**src/rtl/tt_pkg.sv**
```systemverilog
package tt_pkg;
  typedef enum logic [2:0] {
    OFF_CTRL   = 3'd0,
    OFF_CMP_HI = 3'd1,
    OFF_CMP_LO = 3'd2,
    OFF_CNT_HI = 3'd3,
    OFF_CNT_LO = 3'd4
  } tt_off_e;

  typedef struct packed {
    logic wrap;
    logic run;
  } tt_ctrl_t;
endpackage

```
**src/rtl/tt_rst_sync.sv**
```systemverilog
module tt_rst_sync (
  input  logic clk,
  input  logic rst_n,
  output logic rst_sync_n
);
  logic [1:0] sync_q;

  always_ff @(posedge clk or negedge rst_n) begin
    if (!rst_n) sync_q <= 2'b00;
    else        sync_q <= {sync_q[0], 1'b1};
  end

  assign rst_sync_n = sync_q[1];
endmodule

```
**src/rtl/tt_channel.sv**
```systemverilog
module tt_channel
  import tt_pkg::*;
#(
  parameter int CW = 32,
  localparam int HW = CW / 2
) (
  input  logic          clk,
  input  logic          rst_n,
  input  logic          tick,
  input  logic          wr_en,
  input  logic          rd_en,
  input  tt_off_e       off,
  input  logic [HW-1:0] wdata,
  output logic [HW-1:0] rdata,
  output logic          match
);
  tt_ctrl_t      ctrl_q, ctrl_d;
  logic [CW-1:0] cmp_q, cmp_d;
  logic [CW-1:0] cnt_q, cnt_d;
  logic [HW-1:0] cmp_stage_q, cmp_stage_d;
  logic [HW-1:0] cnt_stage_q, cnt_stage_d;
  logic [HW-1:0] snap_q, snap_d;

  logic [CW-1:0] cnt_inc;
  logic          hit, adv, cnt_load;

  assign cnt_inc  = cnt_q + 1'b1;
  assign hit      = (cnt_inc == cmp_q);
  assign adv      = ctrl_q.run && tick;
  assign cnt_load = wr_en && (off == OFF_CNT_LO);
  assign match    = adv && hit && !cnt_load;

  // next-state logic
  always_comb begin
    ctrl_d      = ctrl_q;
    cmp_d       = cmp_q;
    cnt_d       = cnt_q;
    cmp_stage_d = cmp_stage_q;
    cnt_stage_d = cnt_stage_q;
    snap_d      = snap_q;

    if (wr_en) begin
      case (off)
        OFF_CTRL:   ctrl_d      = tt_ctrl_t'(wdata[1:0]);
        OFF_CMP_HI: cmp_stage_d = wdata;
        OFF_CMP_LO: cmp_d       = {cmp_stage_q, wdata};
        OFF_CNT_HI: cnt_stage_d = wdata;
        OFF_CNT_LO: cnt_d       = {cnt_stage_q, wdata};
        default:    ;
      endcase
    end

    if (adv && !cnt_load) begin
      cnt_d = (hit && ctrl_q.wrap) ? '0 : cnt_inc;
    end

    if (rd_en && (off == OFF_CNT_HI)) begin
      snap_d = cnt_q[HW-1:0];
    end
  end

  always_comb begin
    rdata = '0;
    case (off)
      OFF_CTRL:   rdata[1:0] = ctrl_q;
      OFF_CMP_HI: rdata = cmp_q[CW-1:HW];
      OFF_CMP_LO: rdata = cmp_q[HW-1:0];
      OFF_CNT_HI: rdata = cnt_q[CW-1:HW];
      OFF_CNT_LO: rdata = snap_q;
      default:    rdata = '0;
    endcase
  end

  // registers
  always_ff @(posedge clk or negedge rst_n) begin
    if (!rst_n) begin
      ctrl_q      <= '0;
      cmp_q       <= '0;
      cnt_q       <= '0;
      cmp_stage_q <= '0;
      cnt_stage_q <= '0;
      snap_q      <= '0;
    end else begin
      ctrl_q      <= ctrl_d;
      cmp_q       <= cmp_d;
      cnt_q       <= cnt_d;
      cmp_stage_q <= cmp_stage_d;
      cnt_stage_q <= cnt_stage_d;
      snap_q      <= snap_d;
    end
  end

  // a stopped counter holds unless software loads it
  a_r3_hold_when_stopped: assert property (@(posedge clk) disable iff (!rst_n)
    (!ctrl_q.run && !cnt_load) |=> $stable(cnt_q));

  // a running, non-wrapping tick steps by exactly one
  a_r3_step_by_one: assert property (@(posedge clk) disable iff (!rst_n)
    (adv && !cnt_load && !(hit && ctrl_q.wrap)) |=> (cnt_q == $past(cnt_q) + 1'b1));

  // wrap mode returns to zero on the matching tick
  a_r5_wrap_to_zero: assert property (@(posedge clk) disable iff (!rst_n)
    (adv && !cnt_load && hit && ctrl_q.wrap) |=> (cnt_q == '0));

  // the compare only changes on a lower-half write
  a_r2_no_torn_compare: assert property (@(posedge clk) disable iff (!rst_n)
    !(wr_en && off == OFF_CMP_LO) |=> $stable(cmp_q));

  // an upper counter read captures the lower half of that cycle
  a_r7_capture: assert property (@(posedge clk) disable iff (!rst_n)
    (rd_en && off == OFF_CNT_HI) |=> (snap_q == $past(cnt_q[HW-1:0])));
endmodule

```
**src/rtl/tt_irq_ctrl.sv**
```systemverilog
module tt_irq_ctrl #(
  parameter int NCH = 3
) (
  input  logic           clk,
  input  logic           rst_n,
  input  logic [NCH-1:0] match,
  input  logic           clr_we,
  input  logic [NCH-1:0] clr_mask,
  input  logic           abort_in,
  output logic [NCH-1:0] pend,
  output logic           irq_n
);
  logic [NCH-1:0] pend_q, pend_d, clr_eff;

  always_comb begin
    clr_eff = clr_we ? clr_mask : '0;
    pend_d  = (pend_q & ~clr_eff) | match;
  end

  always_ff @(posedge clk or negedge rst_n) begin
    if (!rst_n) pend_q <= '0;
    else        pend_q <= pend_d;
  end

  assign pend  = pend_q;
  assign irq_n = !((|pend_q) || abort_in);

  // every match leaves its flag set, even against a clear
  a_r8_set_wins: assert property (@(posedge clk) disable iff (!rst_n)
    (|match) |=> ((pend_q & $past(match)) == $past(match)));

  // without a clear write a set flag stays set
  a_r8_sticky: assert property (@(posedge clk) disable iff (!rst_n)
    !clr_we |=> ((pend_q & $past(pend_q)) == $past(pend_q)));
endmodule

```
**src/rtl/tick_timer_bank.sv**
```systemverilog
module tick_timer_bank
  import tt_pkg::*;
#(
  parameter int NCH = 3,
  parameter int CW  = 32,
  localparam int HW = CW / 2,
  localparam int GW = $clog2(NCH + 1),
  localparam int AW = GW + 3
) (
  input  logic          clk,
  input  logic          rst_n,
  input  logic          tick_1us,
  input  logic          abort_in,
  input  logic [AW-1:0] reg_addr,
  input  logic          reg_wr,
  input  logic          reg_rd,
  input  logic [HW-1:0] reg_wdata,
  output logic [HW-1:0] reg_rdata,
  output logic          irq_n
);
  localparam logic [GW-1:0] STAT_GRP = GW'(NCH);

  logic           rst_sync_n;
  logic [GW-1:0]  grp;
  tt_off_e        off;
  logic [NCH-1:0] ch_match;
  logic [NCH-1:0] pend;
  logic [HW-1:0]  ch_rdata [NCH];
  logic           stat_sel;

  assign grp      = reg_addr[AW-1:3];
  assign off      = tt_off_e'(reg_addr[2:0]);
  assign stat_sel = (grp == STAT_GRP) && (off == OFF_CTRL);

  tt_rst_sync u_rst (
    .clk        (clk),
    .rst_n      (rst_n),
    .rst_sync_n (rst_sync_n)
  );

  for (genvar i = 0; i < NCH; i++) begin : g_ch
    logic sel;
    assign sel = (grp == GW'(i));
    tt_channel #(.CW(CW)) u_ch (
      .clk   (clk),
      .rst_n (rst_sync_n),
      .tick  (tick_1us),
      .wr_en (reg_wr && sel),
      .rd_en (reg_rd && sel),
      .off   (off),
      .wdata (reg_wdata),
      .rdata (ch_rdata[i]),
      .match (ch_match[i])
    );
  end

  tt_irq_ctrl #(.NCH(NCH)) u_irq (
    .clk      (clk),
    .rst_n    (rst_sync_n),
    .match    (ch_match),
    .clr_we   (reg_wr && stat_sel),
    .clr_mask (reg_wdata[NCH-1:0]),
    .abort_in (abort_in),
    .pend     (pend),
    .irq_n    (irq_n)
  );

  always_comb begin
    reg_rdata = '0;
    if (stat_sel)                reg_rdata[NCH:0] = {abort_in, pend};
    else if (grp < STAT_GRP)     reg_rdata = ch_rdata[grp];
  end

  // the line is low whenever a flag is held
  a_r9_line_follows_flags: assert property (@(posedge clk) disable iff (!rst_sync_n)
    (|pend) |-> !irq_n);
endmodule

```
**config.mk**
```make
export PLATFORM = sky130hd
export DESIGN_NAME = tick_timer_bank
export DESIGN_NICKNAME = d
export VERILOG_FILES = /design/src/rtl/tt_pkg.sv /design/src/rtl/tt_rst_sync.sv /design/src/rtl/tt_channel.sv /design/src/rtl/tt_irq_ctrl.sv /design/src/rtl/tick_timer_bank.sv
export SDC_FILE = /design/constraint.sdc
export NUM_CORES = 1
export LEC_CHECK = 0
export ABC_CLOCK_PERIOD_IN_PS = 11730
export BUFFER_PORTS_ARGS = -buffer_cell sky130_fd_sc_hd__buf_2
export CORE_UTILIZATION = 65
export CTS_BUF_LIST = sky130_fd_sc_hd__clkbuf_8
export DETAILED_ROUTE_END_ITERATION = 12
export PLACE_DENSITY = 0.89
export SETUP_SLACK_MARGIN = 0.3
export SYNTH_ARGS = -nofsm -noshare
export SYNTH_HDL_FRONTEND = slang
export SYNTH_SLANG_ARGS = --single-unit
```
**constraint.sdc**
```tcl
create_clock -name clk -period 11.73 [get_ports clk]
set_input_delay 0.5865 -clock clk [delete_from_list [all_inputs] [get_ports clk]]
set_output_delay 0.5865 -clock clk [all_outputs]
set_load 0.02 [all_outputs]
```
Yosys cells after proc, flatten, opt, wreduce, memory -nomap -nowiden
Index checks and enable logic that the tools add are counted.

Register bits: 347. Bits of input ports: 27. Output and inout port bits: 17. Logic and storage cells: 125.

Add/subtract/negate cells: 3. $lt $le $gt $ge: 2. Eq/ne operators: 10. Mux-type cells: 25. Bitwise gates (word level): 4. Reduce and logical (&&, ||, !) cells: 58.

Operators by type and width (count): two-way mux 32 bit (12); one-hot mux 14 bit (4 select lines) (3); adder 32 x 1 -> 32 bit, second input constant (3); == test 32 bit (3); two-way mux 16 bit (3); binary-select mux 16 bit (select 2 bit) (1); one-hot mux 2 bit (5 select lines) (3); AND reduction 2 bit (15); logical AND 1 bit (29); two-way mux 12 bit (1); nonzero test 2 bit (6); == test 3 x 2 -> 1 bit, second input constant (2); == test 2 bit, second input constant (2); zero test 1 bit (4); two-way mux 4 bit (1); AND 3 bit (1); == test 3 x 1 -> 1 bit, second input constant (1); == test 3 bit, second input constant (1); >= comparator 3 bit, second input constant (1); zero test 3 bit (1); two-way mux 3 bit (1); NOT 2 -> 3 bit (1); NOT 3 bit (1); bitwise OR 3 bit (1); other kinds (5) (5).

Logic depth before layout (Yosys ltp)
Depth in word-level cells: 7. Gate-level depth with buffers: 14. Depth with buffers taken out: 10.

By module
A second synthesis with hierarchy kept.

Cells, all modules: 2322. Area, all modules: 21782.1 um^2.

Modules (own cells, without submodules): tt_channel (g_ch[0].u_ch ...) (instances 2, cells an instance 763, area each 7131.8 um^2, sequential area each 2852.7 um^2); tt_channel (g_ch[2].u_ch) (instances 1, cells an instance 719, area each 6902.9 um^2, sequential area each 2852.7 um^2); tick_timer_bank (instances 1, cells an instance 64, area each 440.4 um^2, sequential area each 0.0 um^2); tt_irq_ctrl (instances 1, cells an instance 10, area each 121.4 um^2, sequential area each 75.1 um^2); tt_rst_sync (instances 1, cells an instance 3, area each 53.8 um^2, sequential area each 50.0 um^2).

Least setup slack after synthesis
OpenSTA, ideal clock, no wires.

Kind: reg-to-reg. Start point: reg g_ch[2].u_ch.cnt_q[0]. End point: reg g_ch[2].u_ch.cnt_q[19]. Setup time: 0.127 ns. Data arrival time: 3.188 ns. Required time: 11.603 ns. Setup slack: 8.416 ns. Cell stages (with the launch flop): 15. Buffers on the path: 4. Period minus slack after synthesis: 3.314 ns. Path through: dfrtp_1 -> ha_1 -> buf_2 -> nand4_1 -> clkbuf_1 -> nor3_1 -> a22oi_1 -> or4_1 -> nor4b_1 -> nand4_1 -> or4_1 -> buf_2 -> buf_6 -> a21oi_1 -> o21ai_1.

Longest elaborated chain between the ends: 5.

Ends and longest elaborated chain: start: declaration (RTL line tt_channel.sv:19) `logic [CW-1:0] cnt_q, cnt_d;`; start signal: assignment (RTL line tt_channel.sv:86) `cnt_q <= cnt_d;`; adder 32 x 1 -> 32 bit (*) (RTL line tt_channel.sv:27) `assign cnt_inc = cnt_q + 1'b1;`; == test 32 bit (RTL line tt_channel.sv:28) `assign hit = (cnt_inc == cmp_q);`; logical AND 1 bit (RTL line tt_channel.sv:54) `cnt_d = (hit && ctrl_q.wrap) ? '0 : cnt_inc;`; two-way mux 32 bit (*) (RTL line tt_channel.sv:54); two-way mux 32 bit (*) (RTL line tt_channel.sv:53) `if (adv && !cnt_load) begin`.

Mark *: on every way between the ends. The rest lies on a longest branch, timed or not. A chain may end at the register's enable or synchronous reset.

Worst setup path in the final report
Start point: reg g_ch[2].u_ch.cnt_q[0]. End point: reg g_ch[2].u_ch.cnt_q[30].

The elaborated chain is that of the path after synthesis.

==> results.md <==
* Status: completed
* Number of post-CTS setup repair buffers at 0
* Arr. time, crit path at 5750 ps
* Number of synthesis warnings at 0
* Post-synthesis net count at between 2000 and 2500
* Count of cell types in the netlist at 87
* Starting density of the core at 0.6622
* Startpoint-to-endpoint class of the critical path: flip-flop to flip-flop
* Internal portion of total power at 0.002509 W
* Actual slew at the worst max-slew pin at 1299 ps
* Met1 track utilization from global routing at 0.5982
* WL final at 74.21 mm
* Layer with the highest usage after global routing: met2
* Final RePlAce weighted congestion at 1.044
* Total GRT Usage at 0.4447
* Final Hold Viols at 0
* Largest fanout on the critical path at 13
* Core area at 32540 sq um
* Post-synth design cell area at about 22000 sq um
* Proportion of synthesized chip area in sequential cells at 0.4030
* Number of synthesized flops with an enable pin at 0
* Leakage at about 9.5 nW
* CTS tree: yes
* Final critical-path setup slack at between 6000 and 7000 ps
* Number of pins with negative max-slew slack in the final report at 0
* Portion of total power attributed to the clock network at 0.320
* Met2 demand-to-capacity share in global routing at 0.6497
* Ratio of cells with drive above 1 in the final layout at 0.2185
* Combinational share of power at 0.232
* Flop and latch count out of synthesis at between 300 and 400
* Element type at the critical path start: flip-flop
* Mean instance size in the synthesized netlist at 9.360 sq um
* Net switching power figure at 0.001357 W
* Initial drt markers at 2716
* Max clock buf depth at 3
* Count of H-tree levels built during CTS at 2
* Critical path data required time at approximately 12000 ps
* Total overflow reported by the global router at 0
* Peak supply drop at 164.2 uV
* Async SR Flop Fraction at 1.000
* Depth of the worst register-to-register path at 10
* Std cell rows at 66
* Number of violations of the max-capacitance limit at 0
* Final worst clock skew at 45.78 ps
* Normalized max-slew margin at 0.1342
* Seq pwr share at 0.448
* CTS resizes at 0
* Io pins at 44
* Primary flip-flop cell chosen by synthesis mapping: sky130_fd_sc_hd__dfrtp_1
* Most common library cell in the layout ignoring fill and taps: sky130_fd_sc_hd__dfrtp_1
* Total setup violations reported at the end of the flow at 0
* Antenna violations before repair at 1
* First-pass iteration count of the detailed router at 6
* Number of remaining DRC errors at 0
* Total Neg Setup Slack at 0 ps
* Post-layout minimum cycle time at a little over 5000 ps
* Clock Pin Slew Worst Setup and Hold Paths at 70 ps
* Die X-Extent at 184.1 um
* Setup repair after global routing missed its margin: no
* Highest Clock Rate at 193.6 MHz
* DPL Wire Length at about 50 mm
* Portion of the clock cycle consumed by the worst path in the final layout at 0.4403
* Largest net degree at the start of global routing at just under 90
* Worst setup slack after placement at about 6700 ps
* Vias in the first global route at 18363
* Layout overhead on the synthesized area at 6.713%
* Via count at 19580
* Switching portion of total power at 0.3510
* Synthesized instance count at 2302
* Layout Nets at between 2000 and 2500
* Global-route track usage on met3 at 0.1226
* Type of the tightest min-delay check: input port to asynchronous set/reset pin
* Die area at 33880 sq um
* Vias per inst at roughly 7.2
* Cts bufs inserted at 56
* CTS root buf: sky130_fd_sc_hd__clkbuf_8
* Sink Count at 347
* Count of nets left with antenna violations after detail routing at 0
* Clk Latency, worst-skew pair at approximately 700 ps
* Cell Pwr Density at 168.2 nW/um^2
* Number of buffer cells added on primary ports at 43
* Die H at 184.1 um
* Highest-count cells in the layout ignoring fill and taps: sky130_fd_sc_hd__dfrtp_1, sky130_fd_sc_hd__mux2_2, sky130_fd_sc_hd__nor2_1
* First-pass GRT wire length at 112.3 mm
* CP endpoint kind: flip-flop
* Routed wire length per instance at 27.40 um
[layer usage]
metal | up-vias | routed length (um)
li1 | 8266 | -
met1 | 9456 | 28280
met4 | 0 | 4698
met2 | 1530 | 31900
met5 | - | 0
met3 | 328 | 9325
[through the flow]
stage / power [W] / instance area (sq um) / hold WS, ps / util / std cells
after floorplan: 0.002310 / 21550 / 290.9 / - / 2302
after global placement: 0.002554 / 21650 / 334.9 / 0.6654 / 2601
after detailed placement: 0.002598 / 21650 / 343.4 / 0.6654 / 2601
after CTS: 0.003829 / 22990 / 208.3 / 0.7066 / 2707
after global routing: 0.004007 / 22990 / 241.1 / 0.7066 / 2707
final: 0.003867 / 22990 / 269.9 / 0.7067 / 2708
[kinds of logic (layout without fill, tap and decap cells)]
| kind of cell | count (synthesis) | count (layout) | share of synthesized area |
|---|---|---|---|
| simple gates | 815 | 815 | 0.2023 |
| compound gates | 477 | 477 | 0.1382 |
| flops | 347 | 347 | 0.4030 |
| mux | 300 | 300 | 0.1585 |
| buf+inv | 232 | 195 | 0.04448 |
| xor+xnor | 127 | 127 | 0.05162 |
| fa+ha+maj | 3 | 3 | 0.001742 |
| other cells | 1 | 2 | 0.0001740 |
[registers in the layout, indices dropped and copies added (netlist names)]
name and count:
g_ch.u_ch.cmp_q 96, g_ch.u_ch.cmp_stage_q 48, g_ch.u_ch.cnt_q 96, g_ch.u_ch.cnt_stage_q 48, g_ch.u_ch.ctrl_q 6, g_ch.u_ch.snap_q 48
u_irq.pend 3, u_rst.sync_q 2
[area by class of cell]
type / instances / area (sq um)
Multi-Input combinational cell: 1723 / 11930
Timing Repair Buffer: 67 / 397.9
Clock buffer: 74 / 1018
Sequential cell: 347 / 8687
Inverter: 23 / 86.33
Fill cell: 2413 / 9543
Tap cell: 442 / 553.0
Antenna cell: 1 / 2.502
Clock inverter: 31 / 314.1
[power groups by stage]
stage	Clock [W]	Combinational [W]	Sequential (W)
3_3_place_gp	0	0.000842	0.00171
5_1_grt	0.00129	0.000962	0.00176
6_report	0.00124	0.000897	0.00173
2_1_floorplan	0	0.000743	0.00157
3_5_place_dp	0	0.000865	0.00173
4_1_cts	0.00124	0.000875	0.00171
[worst max-delay path, cell delays in order, from the launching register on]
cell and delay [ps]:
sky130_fd_sc_hd__dfrtp_1 480, sky130_fd_sc_hd__ha_1 410, sky130_fd_sc_hd__nand4_1 610, sky130_fd_sc_hd__or4_1 870
sky130_fd_sc_hd__o21ai_0 330, sky130_fd_sc_hd__nand3_1 220, sky130_fd_sc_hd__and4_1 280, sky130_fd_sc_hd__a21oi_1 1020
sky130_fd_sc_hd__buf_4 350, sky130_fd_sc_hd__or3b_1 350, sky130_fd_sc_hd__a31oi_1 180
[worst paths after layout]
kind / start / slack [ps] / endpoint
worst max-delay path: g_ch[2].u_ch.cnt_q[0]$_DFFE_PN0P_ / 6570 / g_ch[2].u_ch.cnt_q[30]$_DFFE_PN0P_
worst min-delay path: rst_n / 270 / u_rst.sync_q[0]$_DFF_PN0_
worst max register to register: g_ch[2].u_ch.cnt_q[0]$_DFFE_PN0P_ / 6570 / g_ch[2].u_ch.cnt_q[30]$_DFFE_PN0P_
worst min register to register: u_rst.sync_q[0]$_DFF_PN0_ / 360 / u_rst.sync_q[1]$_DFF_PN0_
max in group asynchronous: u_rst.sync_q[1]$_DFF_PN0_ / 8740 / g_ch[2].u_ch.snap_q[6]$_DFFE_PN0P_
min in group clk: reg_wr / 310 / u_irq.pend[2]$_DFF_PN0_
[cell usage after synthesis (62+ instances only)]
cell type | instances | area [sq um]
sky130_fd_sc_hd__xnor2_1 | 78 | 683.2
sky130_fd_sc_hd__o21ai_0 | 111 | 555.5
sky130_fd_sc_hd__mux2_2 | 289 | 3254
sky130_fd_sc_hd__nor2_1 | 181 | 679.4
sky130_fd_sc_hd__nor3_1 | 64 | 320.3
sky130_fd_sc_hd__nand3_1 | 86 | 430.4
sky130_fd_sc_hd__dfrtp_1 | 347 | 8683
sky130_fd_sc_hd__nand4_1 | 62 | 387.9
sky130_fd_sc_hd__nand2_1 | 165 | 619.3
sky130_fd_sc_hd__clkbuf_1 | 139 | 521.8
sky130_fd_sc_hd__a31oi_1 | 65 | 406.6
sky130_fd_sc_hd__a21oi_1 | 133 | 665.6
[what timing repair did]
action                                  CTS  global route
hold buffers                              1             0
endpoints found under the hold margin     2             0
endpoints found under the setup margin    0             0
Note: power is estimated with default switching activity, not from simulation.
